**src/rtl/fmtrap_pkg.sv**
```systemverilog
package fmtrap_pkg;

  // Status window register offsets; the order is fixed by the read decode.
  typedef enum logic [1:0] {
    OFS_BANK  = 2'd0,
    OFS_INDEX = 2'd1,
    OFS_DATA  = 2'd2,
    OFS_RSVD  = 2'd3
  } stat_ofs_e;

  localparam int BYTE_W = 8;

  localparam logic [BYTE_W-1:0] BANK_ID_LO = 8'h01;
  localparam logic [BYTE_W-1:0] BANK_ID_HI = 8'h02;

  typedef struct packed {
    logic [BYTE_W-1:0] bank;
    logic [BYTE_W-1:0] index;
    logic [BYTE_W-1:0] data;
  } trap_regs_t;

endpackage

```
**src/rtl/fmtrap_rst_sync.sv**
```systemverilog
module fmtrap_rst_sync #(
  parameter int STAGES = 2
) (
  input  logic clk,
  input  logic rst_n,
  output logic rst_n_sync
);

  logic [STAGES-1:0] sync_q;

  always_ff @(posedge clk or negedge rst_n) begin
    if (!rst_n) sync_q <= '0;
    else        sync_q <= {sync_q[STAGES-2:0], 1'b1};
  end

  assign rst_n_sync = sync_q[STAGES-1];

endmodule

```
**src/rtl/fmtrap_decode.sv**
```systemverilog
module fmtrap_decode
  import fmtrap_pkg::*;
#(
  parameter int              ADDR_W  = 16,
  parameter logic [ADDR_W-1:0] FM_BASE = 16'h0388
) (
  input  logic [ADDR_W-1:0] io_addr,
  input  logic [ADDR_W-1:0] stat_base,
  input  logic              io_space_en,
  output logic              fm_hit,
  output logic              st_hit,
  output stat_ofs_e         ofs
);

  localparam logic [ADDR_W-1:0] WIN_MASK = {{(ADDR_W-2){1'b1}}, 2'b00};

  logic [ADDR_W-1:0] base_masked;
  logic              base_valid;

  always_comb begin
    base_masked = stat_base & WIN_MASK;
    base_valid  = (base_masked != '0) && io_space_en;
    fm_hit      = (io_addr[ADDR_W-1:2] == FM_BASE[ADDR_W-1:2]);
    st_hit      = base_valid && (io_addr[ADDR_W-1:2] == base_masked[ADDR_W-1:2]);
    ofs         = stat_ofs_e'(io_addr[1:0]);
  end

endmodule

```
**src/rtl/fmtrap_capture.sv**
```systemverilog
module fmtrap_capture
  import fmtrap_pkg::*;
(
  input  logic              clk,
  input  logic              rst_n,
  input  logic              wr_idx,
  input  logic              wr_dat,
  input  logic              bank_hi,
  input  logic [BYTE_W-1:0] wdata,
  output trap_regs_t        regs
);

  trap_regs_t regs_q;
  trap_regs_t regs_d;
  logic       regs_en;

  always_comb begin
    regs_d  = regs_q;
    regs_en = wr_idx | wr_dat;
    if (wr_idx) begin
      regs_d.bank  = bank_hi ? BANK_ID_HI : BANK_ID_LO;
      regs_d.index = wdata;
    end else if (wr_dat) begin
      regs_d.data  = wdata;
    end
  end

  always_ff @(posedge clk or negedge rst_n) begin
    if (!rst_n)       regs_q <= '0;
    else if (regs_en) regs_q <= regs_d;
  end

  assign regs = regs_q;

endmodule

```
**src/rtl/fmtrap_irq.sv**
```systemverilog
module fmtrap_irq (
  input  logic clk,
  input  logic rst_n,
  input  logic raise,
  input  logic clear,
  input  logic smi_sel,
  output logic nmi,
  output logic smi
);

  localparam int N_LINES = 2;

  logic [N_LINES-1:0] line_q;
  logic [N_LINES-1:0] line_d;
  logic [N_LINES-1:0] line_en;

  for (genvar g = 0; g < N_LINES; g++) begin : g_line
    localparam logic SEL_VAL = (g == 1);
    logic set_g;
    logic clr_g;

    always_comb begin
      set_g      = raise & (smi_sel == SEL_VAL);
      clr_g      = clear & (smi_sel == SEL_VAL);
      line_en[g] = set_g | clr_g;
      line_d[g]  = set_g | (line_q[g] & ~clr_g);
    end

    always_ff @(posedge clk or negedge rst_n) begin
      if (!rst_n)          line_q[g] <= 1'b0;
      else if (line_en[g]) line_q[g] <= line_d[g];
    end
  end

  assign nmi = line_q[0];
  assign smi = line_q[1];

endmodule

```
**src/rtl/fmtrap_top.sv**
```systemverilog
module fmtrap_top
  import fmtrap_pkg::*;
#(
  parameter int                ADDR_W  = 16,
  parameter logic [ADDR_W-1:0] FM_BASE = 16'h0388
) (
  input  logic              clk,
  input  logic              rst_n,
  input  logic [ADDR_W-1:0] io_addr,
  input  logic [7:0]        io_wdata,
  input  logic              io_wr,
  input  logic              io_rd,
  output logic [7:0]        io_rdata,
  input  logic              trap_en,
  input  logic              smi_sel,
  input  logic              io_space_en,
  input  logic [ADDR_W-1:0] stat_base,
  output logic              nmi,
  output logic              smi
);

  logic       rst_n_sync;
  logic       fm_hit;
  logic       st_hit;
  stat_ofs_e  ofs;
  logic       wr_idx;
  logic       wr_dat;
  logic       rd_stat;
  logic       raise;
  logic       clear;
  trap_regs_t regs;
  logic [7:0] cap_bank;
  logic [7:0] cap_index;
  logic [7:0] cap_data;

  fmtrap_rst_sync #(.STAGES(2)) u_rst (
    .clk        (clk),
    .rst_n      (rst_n),
    .rst_n_sync (rst_n_sync)
  );

  fmtrap_decode #(.ADDR_W(ADDR_W), .FM_BASE(FM_BASE)) u_dec (
    .io_addr     (io_addr),
    .stat_base   (stat_base),
    .io_space_en (io_space_en),
    .fm_hit      (fm_hit),
    .st_hit      (st_hit),
    .ofs         (ofs)
  );

  always_comb begin
    wr_idx  = io_wr & fm_hit & ~io_addr[0];
    wr_dat  = io_wr & fm_hit &  io_addr[0];
    rd_stat = io_rd & st_hit;
    raise   = wr_dat  & trap_en;
    clear   = rd_stat & trap_en;
  end

  fmtrap_capture u_cap (
    .clk     (clk),
    .rst_n   (rst_n_sync),
    .wr_idx  (wr_idx),
    .wr_dat  (wr_dat),
    .bank_hi (io_addr[1]),
    .wdata   (io_wdata),
    .regs    (regs)
  );

  fmtrap_irq u_irq (
    .clk     (clk),
    .rst_n   (rst_n_sync),
    .raise   (raise),
    .clear   (clear),
    .smi_sel (smi_sel),
    .nmi     (nmi),
    .smi     (smi)
  );

  assign cap_bank  = regs.bank;
  assign cap_index = regs.index;
  assign cap_data  = regs.data;

  always_comb begin
    io_rdata = '0;
    if (rd_stat) begin
      unique case (ofs)
        OFS_BANK:  io_rdata = cap_bank;
        OFS_INDEX: io_rdata = cap_index;
        OFS_DATA:  io_rdata = cap_data;
        OFS_RSVD:  io_rdata = '0;
      endcase
    end
  end

endmodule

```
**config.mk**
```make
export PLATFORM = sky130hd
export DESIGN_NAME = fmtrap_top
export DESIGN_NICKNAME = d
export VERILOG_FILES = /design/src/rtl/fmtrap_pkg.sv /design/src/rtl/fmtrap_rst_sync.sv /design/src/rtl/fmtrap_decode.sv /design/src/rtl/fmtrap_capture.sv /design/src/rtl/fmtrap_irq.sv /design/src/rtl/fmtrap_top.sv
export SDC_FILE = /design/constraint.sdc
export NUM_CORES = 1
export LEC_CHECK = 0
export BUFFER_PORTS_ARGS = -buffer_cell sky130_fd_sc_hd__buf_2
export CELL_PAD_IN_SITES_DETAIL_PLACEMENT = 1
export CELL_PAD_IN_SITES_GLOBAL_PLACEMENT = 1
export CORE_MARGIN = 10
export CORE_UTILIZATION = 31
export DETAILED_ROUTE_END_ITERATION = 8
export GPL_ROUTABILITY_DRIVEN = 0
export PLACE_DENSITY_LB_ADDON = 0.2
export SLEW_MARGIN = 20
export SYNTH_ARGS = -nofsm -noshare
export SYNTH_HDL_FRONTEND = slang
export SYNTH_SLANG_ARGS = --single-unit
export TNS_END_PERCENT = 20
```
**constraint.sdc**
```tcl
create_clock -name clk -period 1.43 [get_ports clk]
set_input_delay 0.2145 -clock clk [delete_from_list [all_inputs] [get_ports clk]]
set_output_delay 0.2145 -clock clk [all_outputs]
set_load 0.1 [all_outputs]
```
=== Yosys cells after proc, flatten, opt, wreduce, memory -nomap -nowiden ===
Cells that the tools add are included.

* Eq/ne operators: 5
* Muxes and demuxes: 3
* Bitwise gates (word level): 22
* Reduce and logical (&&, ||, !) cells: 6

{| class="wikitable"
|+ Operators by type and width
! cell !! count
|-
| 8-bit case mux with 4 select lines || 1
|-
| 16-bit nonzero test || 1
|-
| 14-bit equality test || 1
|-
| 14-bit by 8-bit equality test with 1-bit output, second input constant || 1
|-
| 1-bit bitwise AND || 12
|-
| 8-bit 2-to-1 mux || 1
|-
| 1-bit inverter || 5
|-
| 1-bit bitwise OR || 5
|-
| 2-bit equality test, second input constant || 2
|-
| 3-bit AND reduction || 1
|-
| 2-bit by 1-bit equality test with 1-bit output, second input constant || 1
|-
| 1-bit logical AND || 2
|-
| 2-bit zero test || 1
|-
| 2-bit 2-to-1 mux || 1
|-
| 2-bit AND reduction || 1
|}

* Register bits: 28
* Input port bits: 47
* Output and inout bits: 10
* Logic and storage cells: 42

=== Longest topological paths before layout ===
* Depth after elaboration: 9
* Gate-level depth with buffers: 6
* Mapped depth without buffers: 5

=== By module ===
From an unflattened synthesis, not the netlist that was laid out.

* Cells, all modules: 131
* Area, all modules: 1,411.4 µm²

{| class="wikitable"
|+ Modules (own cells, without submodules)
! module !! instances !! cells each !! area an instance (µm²)
|-
| fmtrap_capture || 1 || 47 || 759.5
|-
| fmtrap_top || 1 || 42 || 277.8
|-
| fmtrap_decode || 1 || 32 || 237.7
|-
| fmtrap_irq || 1 || 7 || 82.6
|-
| fmtrap_rst_sync || 1 || 3 || 53.8
|}

=== Least setup slack after synthesis ===
Ideal clock, no wire load.

* Kind: in2out
* From: input stat_base[11]
* To: output io_rdata[0]
* Data arrival time: 2.436 ns
* Data required time: 1.216 ns
* Path slack: -1.220 ns
* Cell stages on the path: 6
* Cells stage by stage: xor2_1 > nor4_1 > nand4_1 > or2_1 > clkbuf_1 > nor2_1

* Longest elaborated chain between the ends: 5
* Elaborated cells on any way between the ends: 6
* Those cells by class: eq/ne: 1; mux: 1; bitwise: 1; reduce/logical: 3

{| class="wikitable"
|+ Ends and longest elaborated chain
! what !! line !! RTL
|-
| start, declared || fmtrap_top.sv:17 || <nowiki>input logic [ADDR_W-1:0] stat_base,</nowiki>
|-
| 16-bit nonzero test || fmtrap_decode.sv:22 || <nowiki>base_valid = (base_masked != '0) && io_space_en;</nowiki>
|-
| 1-bit logical AND || fmtrap_decode.sv:22 ||
|-
| 1-bit logical AND (*) || fmtrap_decode.sv:24 || <nowiki>st_hit = base_valid && (io_addr[ADDR_W-1:2] == base_masked[ADDR_W-1:2]);</nowiki>
|-
| 1-bit bitwise AND (*) || fmtrap_top.sv:54 || <nowiki>rd_stat = io_rd & st_hit;</nowiki>
|-
| 8-bit 2-to-1 mux (*) || fmtrap_top.sv:85 || <nowiki>if (rd_stat) begin</nowiki>
|-
| end, declared || fmtrap_top.sv:13 || <nowiki>output logic [7:0] io_rdata,</nowiki>
|}

Mark *: on every way between the ends. The rest lies on a longest branch, timed or not.

=== Worst setup path after layout ===
* From: input stat_base[3]
* To: output io_rdata[0]

The elaborated chain is that of the path after synthesis.

==> qor.csv <==
metric;value;unit
Final Cycle Share;130;%
Std-Cell Rows;23;
layout cells sized above 1;54.5;%
final std cells w/o fill;239;
Fin Hold WS;0.175;ns
placed insts;233;
chip height;83.7;µm
Crit path depth;8;
CTS clk-pin slew, worst paths;0.08;ns
top cell type's share of synthesized area;43.7;%
clock sink total;22;
WL final;4.02;mm
total power draw;1.42;mW
Final Setup Violations;17;
VDD IR max;0.000356;V
Required @ worst endpoint;1.22;ns
YS warnings;0;
top_reg_cell synth;dfrtp_1;
synthesized cell area;1260;µm²
largest net degree at the start of global routing;21;
CP Data Arrival Time;1.64;ns
Peak Freq;538;MHz
#FFs+latches synth;22;
Vias;1174;
P per Cell Area;683;nW/µm²
R2R depth;1;
final hold viol count;0;
Clock Skew;0.00893;ns
Max clock buf depth;2;
Max Cap Viol;0;
failing checks;setup timing;
global-route wire length before repair;6.67;mm
worst-path cell chain;buf_2 > xor2_1 > nor4_1 > nand3_1 > or2_1 > buf_12 > nor2_4 > buf_12;
post-route ant nets;0;
core box area;3970;µm²
clock share of power;40.4;%
top cells by area, synth;dfrtp_1 44%, mux2_4 9.5%, mux2_1 8.1%;
Slew Limit Fails;0;
CTS tree;built;
drt wl/cell;16.8;µm
DRC viols;0;
mux contribution to synthesized area;19.2;%
area grow syn2layout;65.2;%
outcome;finished, violations left;
Synth Area in XOR/XNOR;9.74;%
crit path kind;primary input to output pin;
n_diodes;0;
max_slew headroom;59.8;%
Crit path top cell by count;buf_12;
GR Util All Layers;11.2;%
Placed Area;1920;µm²
Setup TNS;-3.66;ns
CP endpoint;io_rdata[0];
Clock Latency Late Sink;0.26;ns
Seq pwr share;44.0;%
DRT iter0 DRCs;32;
First-pass DRT Iterations;4;
IO Pins;57;
antenna violations before repair;0;
Worst path top cell family by delay;simple AND/OR/NAND/NOR gates;
fin nets;237;
Critical-path top delay cell;or2_1;
final instance area;2080;µm²
die area;7010;µm²
Final HPWL DP;3.40;mm
R2R Setup Slk;0.63;ns
total CTS buffers;3;
vias in the first global route;1352;
critical-path maximum fanout;8;
dpl ws;-0.471;ns
starting density of the core;31.7;%
Int Pwr;1.11;mW
Sw Pwr;0.306;mW
port buffer count;54;
kind of end point of the critical path;output pin;
vias per std cell;4.91;
Logic pwr share;15.6;%
Post-Synth Simple-Gate Area;19.4;%
post-synth top area cell;dfrtp_1;
RR Startpoint;u_cap.regs[15];
Leak;0.989;nW
Synth Area in Compound Gates;6.76;%
Final Worst Setup Slack;-0.427;ns
register area share after synthesis;43.7;%
grt ovf;0;
final core utilization;52.4;%
Adder-Cell Fraction of Synth Area;0;%
HP Class;primary input to flip-flop;
number of flops mapped to enable cells by yosys;0;
crit path launch type;primary input;
Buffers & Inverters on Critical Path;3;
Final Critical Period;1.86;ns
H-tree depth;1;
CP max stage delay;0.28;ns
mean post-synth cell area;11.2;µm²
root buffer cell;clkbuf_8;
DIE WIDTH;83.7;µm
largest family of logic cells by synthesized area;simple AND/OR/NAND/NOR gates;
Crit Reg-Reg Endpoint;u_cap.regs[15];
worst slew pin tran;0.602;ns
synthesized instance count;112;
asr flop ratio synth;100;%
crit path from;stat_base[3];
syn_nets;159;
RSZ-0062 raised after global routing;true;
Net Sw Frac;21.6;%
synth unique cells;28;
==> metal layers <==
metal	part of all wire, %	vias up	track usage, %
li1	-	565	-
met1	42	569	12.3
met2	51	36	19.8
met3	5.5	4	3.32
met4	1.2	0	4.11
met5	0	-	0
==> kinds of logic after synthesis <==
| family | after synthesis |
|---|---|
| AO/OA/AOI/OAI | 13 |
| XOR/XNOR | 14 |
| other | 1 |
| AND/OR/NAND/NOR | 40 |
| flip-flops | 22 |
| buffers and inverters | 3 |
| multiplexers | 19 |
==> final cells by class <==
cell class	count	area [µm²]
tap	50	62.6
timing repair buffer	76	606
clock buffer	3	41.3
sequential	22	551
fill	448	1890
multi-input combinational	87	790
clock inverter	1	30.0
==> power groups by stage <==
stage,clock (mW),sequential [mW],combinational [mW]
global placement,0,0.638,0.192
finish,0.574,0.626,0.221
global route,0.613,0.626,0.243
CTS,0.587,0.626,0.207
floorplan,0,0.646,0.0539
detailed placement,0,0.638,0.201
==> repair_timing <==
item | 4_1_cts | 5_1_grt
hold endpoints to repair | 2 | 0
hold buffers | 1 | 0
endpoints found under the setup margin | 17 | 18
pin swaps | 1 | 1
gates resized for setup | 3 | 12
setup buffers | 1 | 0
==> flip-flops by register name, indices dropped and copies added, names as in the netlist <==
| signal | cells |
|---|---|
| u_rst.sync_q | 2 |
| u_cap.regs | 18 |
| u_irq.nmi | 1 |
| u_irq.smi | 1 |
==> worst min path at each step <==
stage                start              end  depth (start not counted)
2_1_floorplan        rst_n  u_rst.sync_q[0]                          0
3_5_place_dp         rst_n  u_rst.sync_q[0]                          1
3_3_place_gp         rst_n  u_rst.sync_q[1]                          1
6_report       io_wdata[6]   u_cap.regs[14]                          2
4_1_cts        io_wdata[6]   u_cap.regs[14]                          2
5_1_grt        io_wdata[5]   u_cap.regs[13]                          2
==> cell usage after synthesis (all sizes together) (2+ instances only) <==
master,instances
mux2i,2
o31ai,2
nor4,9
nor2,12
a22oi,6
mux2,17
nor2b,2
nand3,2
nand4,3
dfrtp,22
xor2,11
clkbuf,2
o21ai,3
a21oi,2
nand2,5
xnor2,3
==> placed cells by master, fill, tap and decap left out, types with 2 or more instances in the layout <==
master    synthesis  layout
xor2_1           11       9
nand2_1           4       4
xor2_2            0       2
a21oi_1           2       2
buf_4             0      20
mux2_4            8       8
nor4_1            8       6
mux2i_1           2       2
clkbuf_8          0       3
nor2b_1           2       2
buf_2             0      41
buf_12            0       9
dfrtp_1          22      22
nand3_1           2       2
nor2_4            0       8
xnor2_1           3       3
a22oi_1           6       6
mux2_1            9       9
nor2_1           12       4
nand4_1           3       3
buf_6             0       4
o21ai_1           3       3
nor4_2            0       2
Note: power is estimated with default switching activity, not from simulation.
